[src/rtl/irq_entry_seq.sv]
module irq_entry_seq #(
  parameter int          NEST_W  = 3,
  parameter int          VEC_W   = 8,
  parameter logic [7:0]  NMI_VEC = 8'h02
) (
  input  logic             clk,
  input  logic             rst,
  input  logic             nmi_pin,
  input  logic             intr_pin,
  input  logic             smi_n_pin,
  input  logic             insn_bnd,
  input  logic             str_bnd,
  input  logic             if_flag,
  input  logic             iret_ret,
  input  logic             hlt_ret,
  input  logic             ack_vld,
  input  logic [VEC_W-1:0] ack_vec,
  output logic             ack_req,
  output logic             take,
  output logic [1:0]       take_kind,
  output logic [VEC_W-1:0] take_vec,
  output logic             halted
);
  localparam logic [1:0] K_INTR = 2'b01;
  localparam logic [1:0] K_NMI  = 2'b10;
  localparam logic [1:0] K_SMI  = 2'b11;
  localparam logic [NEST_W-1:0] NEST_MAX = '1;

  logic [1:0] nmi_sy, intr_sy, smi_sy;
  logic nmi_q, nmi_pend, nmi_blk, in_ack;
  logic [NEST_W-1:0] nest;

  wire nmi_edge = nmi_sy[1] & ~nmi_q;
  wire smi_req  = ~smi_sy[1];
  wire intr_req = intr_sy[1] & if_flag;
  wire at_bnd   = insn_bnd | str_bnd | halted;
  wire can_dec  = ~in_ack & at_bnd;
  wire go_smi   = can_dec & smi_req;
  wire go_nmi   = can_dec & ~smi_req & nmi_pend & ~nmi_blk;
  wire go_ack   = can_dec & ~smi_req & ~(nmi_pend & ~nmi_blk) & intr_req;
  wire go_intr  = in_ack & ack_vld;

  always_ff @(posedge clk) begin
    if (rst) begin
      nmi_sy  <= 2'b00;
      intr_sy <= 2'b00;
      smi_sy  <= 2'b11;
      nmi_q   <= 1'b0;
    end else begin
      nmi_sy  <= {nmi_sy[0], nmi_pin};
      intr_sy <= {intr_sy[0], intr_pin};
      smi_sy  <= {smi_sy[0], smi_n_pin};
      nmi_q   <= nmi_sy[1];
    end
  end

  always_ff @(posedge clk) begin
    if (rst) begin
      nmi_pend <= 1'b0;
      nmi_blk  <= 1'b0;
      nest     <= '0;
      in_ack   <= 1'b0;
      halted   <= 1'b0;
    end else begin
      if (nmi_edge)    nmi_pend <= 1'b1;
      else if (go_nmi) nmi_pend <= 1'b0;

      if (go_nmi) begin
        nmi_blk <= 1'b1;
        nest    <= '0;
      end else if (go_intr && nmi_blk) begin
        if (nest != NEST_MAX) nest <= nest + 1'b1;
      end else if (iret_ret && nmi_blk) begin
        if (nest != '0) nest <= nest - 1'b1;
        else            nmi_blk <= 1'b0;
      end

      if (go_ack)       in_ack <= 1'b1;
      else if (go_intr) in_ack <= 1'b0;

      if (go_smi || go_nmi || go_ack) halted <= 1'b0;
      else if (hlt_ret)               halted <= 1'b1;
    end
  end

  always_ff @(posedge clk) begin
    if (rst) begin
      take      <= 1'b0;
      take_kind <= 2'b00;
      take_vec  <= '0;
    end else begin
      take <= go_smi | go_nmi | go_intr;
      if (go_intr) begin
        take_kind <= K_INTR;
        take_vec  <= ack_vec;
      end else if (go_smi) begin
        take_kind <= K_SMI;
        take_vec  <= '0;
      end else if (go_nmi) begin
        take_kind <= K_NMI;
        take_vec  <= VEC_W'(NMI_VEC);
      end else begin
        take_kind <= 2'b00;
        take_vec  <= '0;
      end
    end
  end

  assign ack_req = in_ack;
endmodule

[config.mk]
export PLATFORM = sky130hd
export DESIGN_NAME = irq_entry_seq
export DESIGN_NICKNAME = d
export VERILOG_FILES = /design/src/rtl/irq_entry_seq.sv
export SDC_FILE = /design/constraint.sdc
export NUM_CORES = 1
export LEC_CHECK = 0
export ABC_AREA = 1
export ABC_CLOCK_PERIOD_IN_PS = 2700
export BUFFER_PORTS_ARGS = -buffer_cell sky130_fd_sc_hd__buf_2
export CAP_MARGIN = 40
export CORE_MARGIN = 10
export CORE_UTILIZATION = 46
export DETAILED_ROUTE_END_ITERATION = 12
export PLACE_DENSITY = 0.74
export SLEW_MARGIN = 20
export SYNTH_ARGS = -nofsm -noshare
export SYNTH_HDL_FRONTEND = slang
export SYNTH_SLANG_ARGS = --single-unit
[constraint.sdc]
create_clock -name clk -period 2.7 [get_ports clk]
set_input_delay 0.405 -clock clk [delete_from_list [all_inputs] [get_ports clk]]
set_output_delay 0.405 -clock clk [all_outputs]
set_load 0.01 [all_outputs]
==> results of run 1 <==
metal layers:
layer	part of all wire	global-route usage	vias to the layer above	wire length, um
li1	-	-	413	-
met5	0	0	-	0
met3	0.057	0.03608	5	108
met4	0.021	0.05615	0	40
met1	0.39	0.09270	335	736
met2	0.53	0.1626	21	997
cell type report:
cell class                 instances  area, sq um  area share
timing repair buffer              31        155.1      0.1364
clock inverter                     1        5.005    0.004400
inverter                          23        87.58     0.07701
multi-input combinational         65        332.8      0.2926
sequential                        25        500.5      0.4400
tap                               27        33.78     0.02970
clock buffer                       3        22.52     0.01980
registers in the layout, summed over array words and instances (netlist names):
register	flops
nmi_blk	1
nmi_q	1
take_kind	2
nmi_sy	2
intr_sy	2
nest	3
smi_sy	2
nmi_pend	1
ack_req	1
take	1
take_vec	8
halted	1
Yosys cell counts:
cell type and instances:
dfxtp_1 25, inv_1 21, nand2_1 16, nor2_1 16, nand3_1 8, a21oi_1 6, nand2_2 3, nand3_2 2
nand4_1 2, nor2_2 2, o21ai_0 2, or2_2 2, buf_2 1, clkinv_2 1, fa_1 1, inv_2 1
nand2_4 1, nor3_1 1, nor3b_1 1, o22ai_1 1, or2_1 1
final timing paths:
kind | depth (start not counted) | from | to
max | 8 | ack_req | nest[2]
min reg2reg | 2 | nmi_sy[0] | nmi_sy[1]
max reg2reg | 8 | ack_req | nest[2]
min | 2 | smi_n_pin | smi_sy[0]
cells by family (layout without fill, tap and decap cells):
| group | count (synthesis) | in the layout |
|---|---|---|
| fa+ha+maj | 1 | 1 |
| flops | 25 | 25 |
| simple gates | 55 | 55 |
| buf+inv | 24 | 58 |
| compound gates | 9 | 9 |
report_power, final:
part	internal (uW)	switching, uW
sequential	381	5.21
combinational	23.0	27.3
clock	55.6	111
worst max-delay path, delay by kind of cell (launching register included):
family | cells | cell delay, ns
fa+ha+maj | 1 | 0.40
buf+inv | 1 | 0.07
flops | 1 | 0.46
simple gates | 6 | 0.45
stage by stage:
stage	power, uW	setup WS (ns)	cells	util
floorplan	421.4	1.279	114	-
global placement	443.7	1.240	171	0.5715
detailed placement	445.3	1.161	171	0.5715
CTS	607.1	1.223	175	0.5857
global route	631.9	1.160	175	0.5857
finish	602.5	1.230	175	0.5857
==> flow_metrics.py, run 1 <==
metrics = {
    "layout": {
        "mostFrequentLayoutCells": "buf_2 (31), dfxtp_1 (25), inv_1 (21)",
        "final_nets": 169,
        "num_antenna_cells": 0,
        "drive_above_1_share": 0.3176,
        "layout_commonest_cell": "buf_2",
        "fillers": 190,
        "final_cell_area_sq_mm": 0.001137,
        "syn_to_final_growth_pct": 22.84,
    },
    "timing": {
        "tns_ns": 0,
        "rsz0062_at_grt": "no",
        "finalHoldViolCount": 0,
        "finClkSkew_ns": 0.006244,
        "hold-worst-slack_ns": 0.2543,
        "relSlewSlack": 0.7719,
        "finalCritPeriodShare": 0.5446,
        "post-route-min-period_ns": 1.470,
        "worstMarginPinSlew_ns": 0.3385,
        "finalMaxSlewViolations": 0,
        "setup_viol": 0,
        "max_freq_ghz": 0.6801,
    },
    "yosys": {
        "synth-xor-area-share": 0,
        "synthAdderAreaFrac": 0.02162,
        "synthSimpleGateAreaFrac": 0.2878,
        "synthTopCellsByArea": "dfxtp_1 (54%), inv_1 (8.5%), nand2_1 (6.5%)",
        "synth_compound_area_frac": 0.05000,
        "synth_top_family_by_area": "simple AND/OR/NAND/NOR gates",
        "synth_area_sq_um": 925.9,
        "syn-num-nets": 134,
        "synth.top_cell.area_share": 0.5405,
        "synth_top_area_cell": "dfxtp_1",
        "synth_cells": 114,
        "synthMuxAreaShare": 0,
        "synth_cell_types": 21,
        "synth_seq_cells": 25,
        "syn_avg_cell_area_sq_um": 8.122,
        "seq_area_frac_synth": 0.5405,
        "synth_warnings": 0,
    },
    "power_and_ir_drop": {
        "ir_worst_vdd_mv": 0.3667,
        "leakagePower_uw": 0.0006033,
        "p_per_area_mw_per_mm2": 529.8,
    },
    "critical_path": {
        "end_kind": "flop",
        "max_stage_delay_ns": 0.46,
        "path_max_fanout": 6,
        "slowest_stage": "dfxtp_1",
        "rrSetupSlack_ns": 1.23,
        "crit_chain": "nand3_2 > fa_1 > inv_1 > nand2_1 > nand2_1 > nand3_2 > nand2_1 > nor2_1",
        "cp.required_ns": 2.93,
        "crit_type": "reg2reg",
        "crit_top_cell": "nand2_1",
        "crit_arrival_ns": 1.70,
        "start_kind": "flop",
    },
    "cts": {
        "cts-resized-gates": 0,
        "clkLatencyLatePin_ns": 0.32,
        "cts_max_path_buffers": 2,
        "cts-buffers-inserted": 3,
        "hold_buffers": 0,
        "cts_root_buf": "clkbuf_4",
        "numClockSinks": 25,
        "h-tree-depth": 1,
        "cts_tree": "built",
        "clkSlewWorstSetupHoldPaths_ns": 0.13,
        "cts_setup_buffers": 0,
    },
    "grt": {
        "antenna_found_initial": 0,
        "grt_pass1_vias": 746,
        "grt_pass1_wl_um": 3125,
        "grt_overflow": 0,
        "grt_max_degree": 15,
        "groute.usage.overall": 0.09364,
    },
    "drt": {
        "ant_nets": 0,
        "dr.pass1.iters": 4,
        "drt_iter0_drc": 15,
        "wl_um": 1883,
        "drc": 0,
        "wl_per_cell_um": 10.76,
        "vias": 774,
        "via_per_inst": 4.423,
    },
    "placed_design": {
        "dpl_cell_area_sq_mm": 0.001110,
        "place_hpwl_um": 1568,
        "place.gp.congestion": 0.8547,
        "portBuffers": 31,
    },
    "die": {
        "io_pins": 32,
        "die_h_um": 64.87,
        "start_util": 0.4768,
        "die_w_um": 64.87,
        "rows": 16,
        "core-area_sq_mm": 0.001942,
        "dieArea_sq_mm": 0.004207,
    },
    "min_path": {
        "hp-class": "in2reg",
    },
    "flow_run": {
        "maxCapViolations": 0,
    },
    "outcome": {
        "status": "finished clean",
    },
}
Note: power is estimated with default switching activity, not from simulation.
==> inputs of run 2 (changes only) <==
ABC_AREA = 0   (was 1)
ABC_CLOCK_PERIOD_IN_PS = 1400   (was 2700)
PLACE_DENSITY = 0.75   (was 0.74)
clock period = 1.4 ns   (was 2.7 ns; I/O delays follow)
==> run 2 against run 1 <==
  * The run now ends with setup timing left
  * Setup slack got worse by 1.7 ns
  * Clock skew fell by 0.0044 ns
  * Synthesized cell count fell by 19%
  * Sequential power rose by 91%
  * Clock power rose by 90%
  * Maximum frequency fell by 20%
  * Final cell count fell by 6.3%
  * Combinational power rose by 140%
  * Wire length rose by 14%
  * Cell area rose by 12%
  * Sequential share of layout area fell by 4.4 points
  * Worst hold slack got worse by 0.19 ns
==> flow_metrics.py, run 2 <==
metrics = {
    "critical_path": {
        "crit_type": "reg2reg",
        "max_stage_delay_ns": 0.49,
        "crit_chain": "and2_4 > nand2_1 > fa_2 > nand3b_1 > or4b_1 > a31oi_1",
        "crit_family": "simple AND/OR/NAND/NOR gates",
        "start_kind": "flop",
        "cp.required_ns": 1.65,
        "critPathBufInv": 0,
        "slowest_stage": "or4b_1",
        "path_max_fanout": 2,
        "end_kind": "flop",
        "crit_arrival_ns": 2.08,
    },
    "yosys": {
        "synthTopCellsByArea": "dfxtp_1 (55%), and2_1 (4.8%), a21oi_1 (3.8%)",
        "syn_avg_cell_area_sq_um": 9.928,
        "synth-xor-area-share": 0.009589,
        "synthSimpleGateAreaFrac": 0.2740,
        "synthAdderAreaFrac": 0.02192,
        "syn-num-nets": 112,
        "synth_cells": 92,
        "synth_area_sq_um": 913.4,
        "seq_area_frac_synth": 0.5479,
        "async_reset_ff_frac": 0,
        "synth_common_cells": "dfxtp_1 (25), nand2_1 (9), a21oi_1 (7), and2_1 (7), nor2_1 (7)",
        "synth_warnings": 0,
        "synth_edf_count": 0,
        "synth_seq_cells": 25,
        "synth_cell_types": 30,
        "synth.most_common_cell": "dfxtp_1",
        "synthMuxAreaShare": 0.01096,
        "synth_compound_area_frac": 0.1068,
        "synth_top_family_by_area": "simple AND/OR/NAND/NOR gates",
        "synthFlopType": "dfxtp_1",
        "synth.top_cell.area_share": 0.5479,
        "synth_top_area_cell": "dfxtp_1",
    },
    "timing": {
        "post-route-min-period_ns": 1.839,
        "finClkSkew_ns": 0.001866,
        "layout_setup_ws_ns": -0.4389,
        "max_freq_ghz": 0.5438,
        "worstMarginPinSlew_ns": 0.4396,
        "finalMaxSlewViolations": 0,
        "finalCritPeriodShare": 1.314,
        "finalHoldViolCount": 0,
        "setup_viol": 8,
        "relSlewSlack": 0.7031,
        "rsz0062_at_grt": "yes",
    },
    "placed_design": {
        "place.gp.congestion": 0.7924,
        "dpl_cell_area_sq_mm": 0.001150,
        "dpl_worst_slack_ns": -0.4637,
        "portBuffers": 31,
        "place_inst": 155,
        "place_hpwl_um": 1568,
    },
    "grt": {
        "groute.usage.overall": 0.09944,
        "grt_max_degree": 17,
        "grt_pass1_vias": 820,
        "grt_pass1_wl_um": 3360,
        "antenna_found_initial": 0,
        "grt_overflow": 0,
    },
    "drt": {
        "wl_um": 2141,
        "vias": 779,
        "dr.pass1.iters": 4,
        "via_per_inst": 4.750,
        "drc": 0,
        "wl_per_cell_um": 13.05,
        "ant_nets": 0,
        "drt_iter0_drc": 8,
    },
    "outcome": {
        "violations": "setup timing",
        "status": "complete, but fails checks",
    },
    "cts": {
        "clkLatencyLatePin_ns": 0.31,
        "h-tree-depth": 1,
        "cts_root_buf": "clkbuf_4",
        "hold_buffers": 0,
        "cts_tree": "built",
        "clkSlewWorstSetupHoldPaths_ns": 0.13,
        "cts-buffers-inserted": 3,
        "cts_max_path_buffers": 2,
        "numClockSinks": 25,
    },
    "layout": {
        "fillers": 161,
        "final_nets": 158,
        "regMostFlops": "take_vec",
        "drive_above_1_share": 0.4818,
        "layout_commonest_cell": "buf_2",
        "largest_reg_flops": 8,
        "syn_to_final_growth_pct": 39.86,
        "largest_registers": "take_vec: 8 flops, nest: 3 flops",
        "final_cell_area_sq_mm": 0.001277,
        "finalNonFillerCells": 164,
        "num_antenna_cells": 0,
        "mostFrequentLayoutCells": "buf_2 (31), dfxtp_1 (23), buf_4 (10)",
    },
    "power_and_ir_drop": {
        "ir_worst_vdd_mv": 0.8220,
        "leakagePower_uw": 0.0005802,
        "p_per_area_mw_per_mm2": 921.3,
    },
    "die": {
        "die_h_um": 64.56,
        "core-area_sq_mm": 0.001922,
        "dieArea_sq_mm": 0.004168,
        "rows": 16,
        "start_util": 0.4753,
        "io_pins": 32,
        "die_w_um": 64.56,
    },
    "min_path": {
        "hp-class": "in2reg",
    },
    "flow_run": {
        "maxCapViolations": 0,
    },
}
## run 2: cell types whose count changed after synthesis, moves of 3 or more
cell	previous run	this run
nor2b_1	0	5
nand3_1	8	1
nand2_1	16	9
nor2_1	16	7
and2_1	0	7
nand2_2	3	0
inv_1	21	2
## run 2: logic make-up after synthesis
family / Yosys count
AO/OA/AOI/OAI: 14
XOR/XNOR: 1
adder cells (fa/ha/maj): 1
buffers and inverters: 5
flip-flops: 25
multiplexers: 1
AND/OR/NAND/NOR: 45
## run 2: layout make-up
type	instances	area (sq um)	area share
multi-input cells	62	439.2	0.3438
flip-flops and latches	25	505.5	0.3957
clock inverters	1	5.005	0.003918
inverters	2	7.507	0.005877
well taps	27	33.78	0.02644
clock buffers	3	22.52	0.01763
repair buffers	44	264.0	0.2067
## run 2: metrics by stage
stage	utilization	hold slack (ns)	setup TNS (ns)	power, uW
finish	0.6647	0.06917	-1.072	1177
global route	0.6647	0.06666	-1.480	1223
CTS	0.6465	0.06526	-1.104	1178
detailed placement	0.5983	0.4027	-0.6586	845.0
global placement	0.5983	0.3928	-0.4943	843.2
floorplan	-	0.2816	-0.5051	794.9
## run 2: power by group
part | total [uW] | switching [uW] | leakage, uW | internal, uW
registers | 739 | 8.15 | 0.000205 | 731
clock network | 317 | 210 | 0.0000177 | 107
logic | 121 | 54.1 | 0.000358 | 66.8
total | 1180 | 273 | 0.000580 | 904
## run 2: path summary, 6_finish.rpt
path	from	endpoint	slack, ns	depth (start not counted)
min reg2reg	smi_sy[0]	smi_sy[1]	0.44	1
max	ack_req	nest[2]	-0.44	6
max reg2reg	ack_req	nest[2]	-0.44	6
min	smi_n_pin	smi_sy[0]	0.07	2
## run 2: routing by layer
| layer | up-vias | global-route usage | wire length [um] |
|---|---|---|---|
| met5 | - | 0 | 0 |
| met4 | 0 | 0.04011 | 19 |
| met3 | 2 | 0.04124 | 159 |
| met2 | 26 | 0.1761 | 1066 |
| met1 | 352 | 0.1012 | 895 |
| li1 | 399 | - | - |
## run 2: worst register-to-register path: cells and delay by family, from the launching register on
family	cells	cell delay, ns
AOI/OAI and AO/OA	1	0.20
adders and majority gates	1	0.34
DFF	1	0.36
and+or+nand+nor	4	0.86
## run 2: repair_timing
action	4_1_cts	5_1_grt
cloned	0	0
endpoints found under the setup margin	7	8
resized for setup	11	6
pin swaps	7	3
buffers inserted	2	4
